File: src/rtl/ostmr_pkg.sv
package ostmr_pkg;

    localparam logic [7:0] OFS_COUNT  = 8'h10;
    localparam logic [7:0] OFS_STATUS = 8'h14;
    localparam logic [7:0] OFS_WDOG   = 8'h18;
    localparam logic [7:0] OFS_IEN    = 8'h1C;

    typedef enum logic [2:0] {
        SEL_NONE,
        SEL_MATCH,
        SEL_COUNT,
        SEL_STATUS,
        SEL_WDOG,
        SEL_IEN
    } reg_sel_e;

    typedef struct packed {
        reg_sel_e   sel;
        logic [1:0] chan;
    } reg_dec_t;

    typedef struct packed {
        logic cnt;
        logic stat;
        logic wdog;
        logic ien;
    } wr_strb_t;

    // Word-aligned decode; compare slots live below the counter offset.
    function automatic reg_dec_t decode_addr(input logic [7:0] a, input int unsigned nch);
        reg_dec_t d;
        d.sel  = SEL_NONE;
        d.chan = a[3:2];
        if (a[1:0] == 2'b00) begin
            if (a < OFS_COUNT) begin
                if ({30'd0, a[3:2]} < nch) d.sel = SEL_MATCH;
            end else begin
                case (a)
                    OFS_COUNT:  d.sel = SEL_COUNT;
                    OFS_STATUS: d.sel = SEL_STATUS;
                    OFS_WDOG:   d.sel = SEL_WDOG;
                    OFS_IEN:    d.sel = SEL_IEN;
                    default:    d.sel = SEL_NONE;
                endcase
            end
        end
        return d;
    endfunction

endpackage

File: src/rtl/ostmr_counter.sv
module ostmr_counter #(
    parameter int unsigned W = 32
) (
    input  logic         clk,
    input  logic         rst,
    input  logic         tick,
    input  logic         load,
    input  logic [W-1:0] load_val,
    output logic [W-1:0] cnt_q,
    output logic [W-1:0] cnt_nxt,
    output logic         step
);
    localparam logic [W-1:0] ONE = W'(1);

    // A load suppresses the step so that no match is seen on that edge.
    assign step    = tick && !load;
    assign cnt_nxt = cnt_q + ONE;

    always_ff @(posedge clk) begin
        if (rst)       cnt_q <= '0;
        else if (load) cnt_q <= load_val;
        else if (tick) cnt_q <= cnt_nxt;
    end
endmodule

File: src/rtl/ostmr_chan.sv
module ostmr_chan #(
    parameter int unsigned W = 32
) (
    input  logic         clk,
    input  logic         rst,
    input  logic         match_wr,
    input  logic [W-1:0] wdata,
    input  logic         step,
    input  logic [W-1:0] cnt_nxt,
    input  logic         en,
    input  logic         clr,
    output logic [W-1:0] match_q,
    output logic         hit,
    output logic         status_q
);
    // A hit means the counter is stepping onto the compare value this edge.
    assign hit = step && (cnt_nxt == match_q);

    always_ff @(posedge clk) begin
        if (rst)           match_q <= '0;
        else if (match_wr) match_q <= wdata;
    end

    always_ff @(posedge clk) begin
        if (rst)              status_q <= 1'b0;
        else if (hit && en)   status_q <= 1'b1;
        else if (clr)         status_q <= 1'b0;
    end
endmodule

File: src/rtl/ostmr_timer.sv
module ostmr_timer
    import ostmr_pkg::*;
#(
    parameter int unsigned CNT_W  = 32,
    parameter int unsigned NCH    = 4,
    parameter int unsigned IEN_W  = 12,
    parameter int unsigned ADDR_W = 6
) (
    input  logic              clk,
    input  logic              rst,
    input  logic              tick_en,
    input  logic              bus_wr,
    input  logic [ADDR_W-1:0] bus_addr,
    input  logic [CNT_W-1:0]  bus_wdata,
    output logic [CNT_W-1:0]  bus_rdata,
    output logic [NCH-1:0]    irq,
    output logic              rst_req
);
    localparam int unsigned WDOG_CH = NCH - 1;

    reg_dec_t               dec;
    wr_strb_t               wr;
    logic [CNT_W-1:0]       cnt_q;
    logic [CNT_W-1:0]       cnt_nxt;
    logic                   step;
    logic [CNT_W-1:0]       match_arr [NCH];
    logic [NCH-1:0]         hit;
    logic [NCH-1:0]         status;
    logic [IEN_W-1:0]       ien_q;
    logic                   wdog_q;
    logic                   rst_req_q;

    assign dec = decode_addr(8'(bus_addr), NCH);

    always_comb begin
        wr.cnt  = bus_wr && (dec.sel == SEL_COUNT);
        wr.stat = bus_wr && (dec.sel == SEL_STATUS);
        wr.wdog = bus_wr && (dec.sel == SEL_WDOG);
        wr.ien  = bus_wr && (dec.sel == SEL_IEN);
    end

    ostmr_counter #(.W(CNT_W)) u_cnt (
        .clk      (clk),
        .rst      (rst),
        .tick     (tick_en),
        .load     (wr.cnt),
        .load_val (bus_wdata),
        .cnt_q    (cnt_q),
        .cnt_nxt  (cnt_nxt),
        .step     (step)
    );

    for (genvar i = 0; i < NCH; i++) begin : g_chan
        ostmr_chan #(.W(CNT_W)) u_chan (
            .clk      (clk),
            .rst      (rst),
            .match_wr (bus_wr && (dec.sel == SEL_MATCH) && (dec.chan == 2'(i))),
            .wdata    (bus_wdata),
            .step     (step),
            .cnt_nxt  (cnt_nxt),
            .en       (ien_q[i]),
            .clr      (wr.stat && bus_wdata[i]),
            .match_q  (match_arr[i]),
            .hit      (hit[i]),
            .status_q (status[i])
        );
    end

    always_ff @(posedge clk) begin
        if (rst)         ien_q <= '0;
        else if (wr.ien) ien_q <= bus_wdata[IEN_W-1:0];
    end

    // Arm only; a written zero never disarms.
    always_ff @(posedge clk) begin
        if (rst)                          wdog_q <= 1'b0;
        else if (wr.wdog && bus_wdata[0]) wdog_q <= 1'b1;
    end

    always_ff @(posedge clk) begin
        if (rst) rst_req_q <= 1'b0;
        else     rst_req_q <= wdog_q && hit[WDOG_CH];
    end

    always_comb begin
        bus_rdata = '0;
        case (dec.sel)
            SEL_MATCH: begin
                for (int i = 0; i < NCH; i++)
                    if (dec.chan == 2'(i)) bus_rdata = match_arr[i];
            end
            SEL_COUNT:  bus_rdata = cnt_q;
            SEL_STATUS: bus_rdata[NCH-1:0] = status;
            SEL_WDOG:   bus_rdata[0] = wdog_q;
            SEL_IEN:    bus_rdata[IEN_W-1:0] = ien_q;
            default:    bus_rdata = '0;
        endcase
    end

    assign irq     = status;
    assign rst_req = rst_req_q;
endmodule

File: config.mk
export PLATFORM = sky130hd
export DESIGN_NAME = ostmr_timer
export DESIGN_NICKNAME = d
export VERILOG_FILES = /design/src/rtl/ostmr_pkg.sv /design/src/rtl/ostmr_counter.sv /design/src/rtl/ostmr_chan.sv /design/src/rtl/ostmr_timer.sv
export SDC_FILE = /design/constraint.sdc
export NUM_CORES = 1
export LEC_CHECK = 0
export ABC_AREA = 0
export BUFFER_PORTS_ARGS = -buffer_cell sky130_fd_sc_hd__buf_2
export CORE_UTILIZATION = 55
export DETAILED_ROUTE_END_ITERATION = 16
export GPL_ROUTABILITY_DRIVEN = 1
export PLACE_DENSITY = 0.77
export SETUP_SLACK_MARGIN = 0.2
export SYNTH_ARGS = -nofsm -noshare
export SYNTH_HDL_FRONTEND = slang
export SYNTH_SLANG_ARGS = --single-unit
File: constraint.sdc
create_clock -name clk -period 2.8 [get_ports clk]
set_input_delay 0.42 -clock clk [delete_from_list [all_inputs] [get_ports clk]]
set_output_delay 0.42 -clock clk [all_outputs]
set_load 0.05 [all_outputs]
==> impl_summary.md, run 1 <==
Critical path
The largest individual stage delay along the critical path comes from the cell dfxtp_4. The worst setup path is launched from a flop. On the worst path, the slowest cell contributes a delay of around 0.37 ns. The peak fanout along the critical path is 4.

The required time of the critical path is 3.16 ns. STA classifies the critical path endpoint as a flop. For the worst setup path, the data arrival time is 3.09 ns.

The number of buffers and inverters on the critical path is 5. The worst setup path is of the reg -> reg kind. The most frequent cell on the critical path is buf_4. In this design, the largest share of critical-path delay is due to simple AND/OR/NAND/NOR gates. Traced cell by cell, the critical path runs through ha_4 > buf_6 > xnor2_2 > buf_4 > buf_4 > xor2_1 > nand4_1 > nor4_2 > buf_4 > nand4_1 > nor4_2 > buf_4 > nand4_1 > o31ai_2.

Power and ir drop
In this run the static leakage power is 5.20 nW. Across the VDD grid, the largest voltage drop is 0.339 mV. The overall power consumption is between 5 and 6 mW.

The cell area power density is roughly 370 nW/um^2.

Floorplan
The core region is around 20000 sq um. Once the floorplan was initialized, standard cells occupied a little under three fifths of the core. The horizontal die dimension is 145 microns. Measured along the y axis, the die boundary spans ~150 microns. The die area is around 21000 sq um.

The floorplan has 52 rows. The number of top-level pins is 79.

Timing
Setup slack closes at between 0.07 and 0.08 ns. In this run the tightest slew margin relative to its limit is between 40% and 50%. For the final database, setup skew stands at about 0.011 ns. The final critical path takes up 97.5% of the cycle.

The maximum clock rate is ~370 MHz. The max-slew violation count was 0. Setup violations remaining at the end of the flow were counted as 0.

The pin slew with the least headroom to its limit is approximately 0.78 ns. Setup repair after global routing could not meet its margin everywhere. The smallest clock period supported by the final layout is computed as around 2.7 ns. The number of hold-slack violations in the final timing report came to 0.

Clock network
Buffers inserted during clock tree synthesis total 17. Clock latency on the worst-skew pair, taken at its later pin, is 0.44 ns. The tree is rooted in a clkbuf_16.

The H-tree depth is 4. The tree built by TritonCTS fans out to between 150 and 200 sinks. TritonCTS built the clock tree. The hold buffer count at cts is 0. The maximum clock path buffer count is 2. The register clock-pin slew on the reported worst setup and hold paths is 0.08 ns.

Synthesis
The proportion of synthesized chip area in sequential cells is 31.5%. The number of warnings printed during yosys synthesis is 0. The synthesized instance count is 1470. The parity-gate share of the synthesized area counting xor and xnor cells is between 10% and 20%. By area the synthesized netlist is led by dfxtp_1 (31%), nand2_1 (12%), a21oi_1 (7.2%), xnor2_1 (6.5%), mux4_2 (6.4%). The biggest area contributor in the post-synthesis netlist is dfxtp_1.

The synthesized netlist net count is around 1500. By area, the combinational part of the netlist is dominated by simple AND/OR/NAND/NOR gates. The adder and majority gate portion of the synthesized area is 0.110%. By count the netlist is led by nand2_1 (359), dfxtp_1 (178), a21oi_1 (162). Counting flops and latches in the post-synthesis netlist gives 178. Measured against the total synthesized area, the mux share comes to a little under 7%. In this run, distinct cell masters in the synthesized netlist total 80. Averaged over all synthesized cells, the footprint is 7.70 sq um. After synthesis, the share of flip-flops with an asynchronous set or reset is 0%. The area fraction in compound gates after synthesis is a little under a fifth. The area share of the leading cell type in the synthesized netlist is a little under a third. The cell with the most instances after synthesis is nand2_1. The count of flip-flops with a built-in enable after synthesis is 0. Of the total synthesized cell area, the portion taken by AND, OR, NAND and NOR gates is 26.2%. The most used flip-flop cell after synthesis is dfxtp_1. The synthesized netlist occupies a cell area of 11300 sq um.

Place
After legalization and detailed placement, the total HPWL measured 36300 microns. Once placement finished, the instance area stood at ~13000 sq um. The placer congestion estimate is 1.07.

The number of port buffers is 78. The worst setup slack before clock tree synthesis is -0.0749 ns.

Detailed routing
The total via count in the routed design is ~13000. In the final routed layout, each cell accounts on average for ~25 microns. Once detail routing completed, the nets flagged for antenna violations numbered 0.

In the routed design, unresolved DRC markers number 0. The average vias per placed instance is around 6.5. The first detailed-routing pass ran for 6 iterations. The detailed router finished its first iteration with 1611 violations. Wires add up to just under 50000 microns.

Global route
The number of antenna violations at the first check in global routing is 0. The wire length of the first global-routing pass is between 70000 and 80000 microns. The number of global-route vias before repair is roughly 12000. The all-layer global routing usage is 45.6%. Entering global routing, the biggest net connects between 150 and 200 pins. Summed over all layers, the global routing overflow is 0.

Final layout
The net count of the finished layout is between 1500 and 2000. Once layout is complete, the utilization of the core stands at a little over two thirds. The number of fill cells is around 1700.

The number of antenna repair diodes is 0. The layout-stage area growth over the synthesis result is 24.6%. Cells with a size suffix above 1 make up about a quarter of the layout.

The final non-filler cell area is 14100 sq um.

Status
The run finished with clean final reports.

Flow run
Across the run, the number of max-cap violations was 0.

Hold path
The path type of the worst min-delay path is in -> reg.
==> power by group <==
group | total [mW] | switching (mW) | internal (mW)
clock | 2.30 | 1.15 | 1.15
combinational | 0.425 | 0.267 | 0.157
sequential | 2.56 | 0.0231 | 2.54
==> kinds of logic (layout without fill, tap and decap cells) <==
logic type               Yosys count  in the layout
XOR/XNOR                         149            149
flip-flops                       178            178
AND/OR/NAND/NOR                  636            636
buffers and inverters            138            309
adder cells (fa/ha/maj)            1              1
AO/OA/AOI/OAI                    331            331
multiplexers                      37             37
==> final cells by class <==
type | count | area, sq um | area share [%]
repair buffers | 263 | 1900 | 13.5
clock buffers | 20 | 437 | 3.09
inverters | 14 | 52.6 | 0.372
flip-flops and latches | 178 | 3600 | 25.5
well taps | 270 | 338 | 2.39
clock inverters | 12 | 98.8 | 0.700
multi-input cells | 1154 | 7690 | 54.5
==> sequential cells by signal, summed over array words and instances, names as in the netlist <==
signal	cells
wdog_q	1
ien_q	12
g_chan.u_chan.match_q	128
g_chan.u_chan.status_q	4
rst_req	1
u_cnt.cnt_q	32
==> worst register-to-register path, cell delays in order (launching register included) <==
cell	delay, ns
dfxtp_4	0.37
ha_4	0.18
buf_6	0.12
xnor2_2	0.12
buf_4	0.15
buf_4	0.13
xor2_1	0.14
nand4_1	0.19
nor4_2	0.20
buf_4	0.19
nand4_1	0.15
nor4_2	0.19
buf_4	0.18
nand4_1	0.11
o31ai_2	0.23
==> per-layer routing <==
metal,share of wire [%],routed length [microns],track usage (%)
met1,38,18200,57.9
met2,46,22400,73.7
met3,11,5400,10.1
met4,4.9,2360,21.6
met5,0,0,0
==> layout by cell type, fill, tap and decap left out, types with 7 or more instances in the layout <==
cell / n
inv_1: 14
nor3b_1: 8
xnor2_1: 78
a22oi_1: 10
nor3_1: 24
dfxtp_1: 163
and4_1: 7
o2111ai_1: 8
clkbuf_16: 17
a21oi_1: 159
nand3b_1: 8
buf_6: 12
mux4_2: 32
and3_1: 9
nand3_1: 28
nor2_1: 85
o22ai_1: 7
nor4_2: 10
nand2_1: 356
o21ai_0: 19
buf_4: 168
xor2_1: 55
xor2_2: 8
dfxtp_2: 9
a211oi_1: 34
nand4_1: 30
a22o_1: 23
buf_2: 77
==> path summary, 6_finish.rpt <==
path | startpoint | end | slack (ns) | cells past startpoint
worst max-delay path | u_cnt.cnt_q[0] | g_chan[2].u_chan.status_q | 0.07 | 14
worst min-delay path | bus_wdata[13] | g_chan[0].u_chan.match_q[13] | 0.26 | 3
worst max register to register | u_cnt.cnt_q[0] | g_chan[2].u_chan.status_q | 0.07 | 14
worst min register to register | ien_q[6] | ien_q[6] | 0.46 | 2
==> per-stage QoR <==
stage | setup TNS, ns | hold WS, ns | instances
4_1_cts | 0 | 0.256 | 1908
3_5_place_dp | -0.0787 | 0.451 | 1870
3_3_place_gp | -0.0272 | 0.444 | 1870
5_1_grt | -0.101 | 0.264 | 1911
2_1_floorplan | 0 | 0.436 | 1470
6_report | 0 | 0.256 | 1911
==> timing repair <==
item                       4_1_cts  5_1_grt
resized for setup               62       43
setup endpoints to repair        8        5
hold endpoints to repair         0        0
pin swaps                       24       17
setup buffers                    6        3
No activity file was read; power rests on OpenSTA's default activity.
==> run 2, diff against run 1 <==
--- a/config.mk
+++ b/config.mk
@@ -7,10 +7,10 @@
 export LEC_CHECK = 0
 export ABC_AREA = 0
 export BUFFER_PORTS_ARGS = -buffer_cell sky130_fd_sc_hd__buf_2
-export CORE_UTILIZATION = 55
+export CORE_UTILIZATION = 56
 export DETAILED_ROUTE_END_ITERATION = 16
 export GPL_ROUTABILITY_DRIVEN = 1
-export PLACE_DENSITY = 0.77
+export PLACE_DENSITY = 0.78
 export SETUP_SLACK_MARGIN = 0.2
 export SYNTH_ARGS = -nofsm -noshare
 export SYNTH_HDL_FRONTEND = slang
==> run 2 against run 1 <==
Hold slack improved by 0.0084 ns. Clock power increased by 8%. Setup slack got worse by 0.0072 ns. Routed wire length decreased by 1.4%. Global-route usage increased by 0.62 points. Sequential share of layout area about the same. Critical path depth decreased by 3. Die area decreased by 1.8%. Core utilization increased by 2.0 points. Via count increased by 0.19%. Fmax decreased by 0.26%. Critical path type unchanged. Critical endpoint unchanged. Largest power group unchanged.
==> impl_summary.md, run 2 (synthesis gave the netlist of run 1 again) <==
Final layout
The number of flip-flops under the largest register name is approximately 130. The share of the core filled with cells is between 70 and 80%. The final non-filler cell total is 1888. The layout-stage area growth over the synthesis result is 24.5%.

The post-layout net count is between 1500 and 2000. 0 antenna diodes ended up in the layout. Once layout is done, the placed cells without fillers occupy roughly 14000 sq um. Leaving out fill and tap cells, the most frequent cell in the layout is nand2_1. In the layout the commonest cells are nand2_1 (357), dfxtp_1 (162), a21oi_1 (160), buf_4 (146), nor2_1 (84). Fill cells in the final layout number 1602.

In the final layout, the share of cells above drive strength 1 is 25.1%. Ranked by flip-flop count, first place goes to g_chan.u_chan.match_q. The largest registers in the layout are g_chan.u_chan.match_q: 128 flops, u_cnt.cnt_q: 32 flops, ien_q: 12 flops.

Critical path
On the critical path, the stage with the largest delay is an instance of o21ai_0. In this run the worst setup path begins at u_cnt.cnt_q[0]. The worst setup path is launched from a flop. The required time of the critical path is approximately 3.1 ns. The reg2reg setup slack is roughly 0.063 ns. The endpoint type of the worst setup path is a flop. The number of buffers and inverters on the critical path is 3. The launching point of the worst reg2reg path is u_cnt.cnt_q[0]. For the worst setup path, the data arrival time is a little over 3 ns.

Walking the worst path, the cells encountered are nand4_4 > buf_6 > nor2_1 > buf_4 > a21oi_1 > o21ai_0 > nand4_1 > nor4_1 > buf_4 > nand4_1 > o31ai_1. The type of the worst setup path is reg -> reg. The delay contributed by the slowest stage of the critical path is 0.52 ns. The largest delay contributor family on the critical path is simple AND/OR/NAND/NOR gates.

Of all nets on the critical path, the largest fanout is 5.

Power and ir drop
In this run the static leakage power is roughly 5.2 nW. Summing internal, switching and leakage power gives around 5.5 mW. The cell area power density is 388 nW/um^2. The peak supply drop is 0.382 mV.

Timing
The sum of negative setup slack is 0 ns. The max-slew violation count came to 0. The final setup violation count is 0.

Final hold analysis gives a worst-case slack of 0.264 ns. Across the routed clock network, the largest skew measured is 0.0107 ns. The worst setup slack after layout is roughly 0.063 ns. The number of hold-slack violations in the final timing report came to 0. Setup repair after global routing could not meet its margin everywhere. The pin slew with the least headroom to its limit is a little over 1 ns. The minimum period implied by the final worst setup slack is 2.74 ns. The final worst-path cycle share is 97.8%. The maximum clock rate is roughly 370 MHz. Measured against its own limit, the worst slew margin works out to approximately a third.

Detailed routing
The starting DRC count in detailed routing is 1469. The wire length per cell after detailed routing is between 20 and 30 microns. Dividing the detail-routed via count by the number of cells gives 6.63. The final layout contains routed wiring with a total length of ~48000 microns. Before antenna repair, the detailed router went through 6 iterations. The total via count in the routed design is 12525. In the routed design, unresolved DRC markers number 0. The remaining antenna violation count after routing is 0.

Global route
For this run, global-route usage on met1 was measured as 56.6%. The global-route met2 utilization is around three quarters. The number of antenna violations at the first check in global routing is 1. The busiest metal layer after global routing is met2. The total overflow left after global routing is 0. Global routing consumed, on the met3 layer, roughly 12% of the routing resources. The first global-routing pass estimated ~70000 microns of wire. The all-layer global routing usage is 46.2%. The largest net degree at the start of global routing is 178. The number of global-route vias before repair is between 10000 and 15000.

Clock network
TritonCTS built the clock tree. No sink is reached through more buffers than the 2 on the longest clock path. The number of clock buffers inserted by TritonCTS is 17. The buffer cell driving the clock tree root is clkbuf_16. The register clock-pin slew on the reported worst setup and hold paths is approximately 0.070 ns. The H-tree depth is 4.

The source-to-sink clock delay at the later pin of the worst-skew pair is between 0.4 and 0.5 ns. The clock drives between 150 and 200 sinks.

Status
The run finished with clean final reports.

Floorplan
The number of placement rows is 51. The die area is 20800 sq um. Measured along the x axis, the die boundary spans 144 microns. The die is 144 microns tall.

The floorplan step defined a core boundary enclosing roughly 20000 sq um. The starting density of the core is 57.6%. The number of top-level pins is 79.

Hold path
The path type of the worst min-delay path is in -> reg. The worst min-delay path startpoint is bus_wdata[24].

Flow run
The tool flagged a number of max-cap violations equal to 0.

Place
Routability-driven placement finished with a final weighted congestion of ~1.2. Buffers placed on the I/O ports in this run total approximately 80. The placed instances occupy a cell area of about 13000 sq um. The HPWL after detailed placement is 34800 microns. The worst setup slack before clock tree synthesis is -0.107 ns.

The number of instances in the placed design is 1831.
[run 2: area by class of cell]
class | count | area (sq um) | area share (%)
Sequential cell | 178 | 3600 | 25.5
Tap cell | 265 | 332 | 2.35
Timing Repair Buffer | 248 | 1880 | 13.4
Inverter | 14 | 52.6 | 0.373
Clock buffer | 17 | 425 | 3.02
Clock inverter | 12 | 159 | 1.13
Multi-Input combinational cell | 1154 | 7650 | 54.2
[run 2: power by group]
group          switching [mW]  internal [mW]
Combinational           0.261          0.150
Clock                    1.09           1.40
Sequential             0.0223           2.54
[run 2: tightest hold or removal path, cell delays in order]
cell and delay [ns]:
buf_2 0.13, nand2_1 0.06, a21oi_1 0.05
[run 2: final timing paths]
| path | endpoint | depth (start not counted) |
|---|---|---|
| hold / removal | g_chan[3].u_chan.match_q[24] | 3 |
| setup reg to reg | g_chan[2].u_chan.status_q | 11 |
| setup / recovery | g_chan[2].u_chan.status_q | 11 |
| hold reg to reg | ien_q[5] | 2 |
[run 2: what timing repair did]
| item | in CTS | in global routing |
|---|---|---|
| gates cloned | 1 | 0 |
| pin swaps | 29 | 25 |
| setup endpoints to repair | 5 | 5 |
| gates resized for setup | 62 | 38 |
| hold buffers | 0 | 0 |
| setup buffers | 21 | 6 |
[run 2: metal layers]
layer	up-vias	wire [microns]
met3	183	6060
met2	902	21500
met1	5966	17500
li1	5474	-
met4	0	2590
met5	-	0
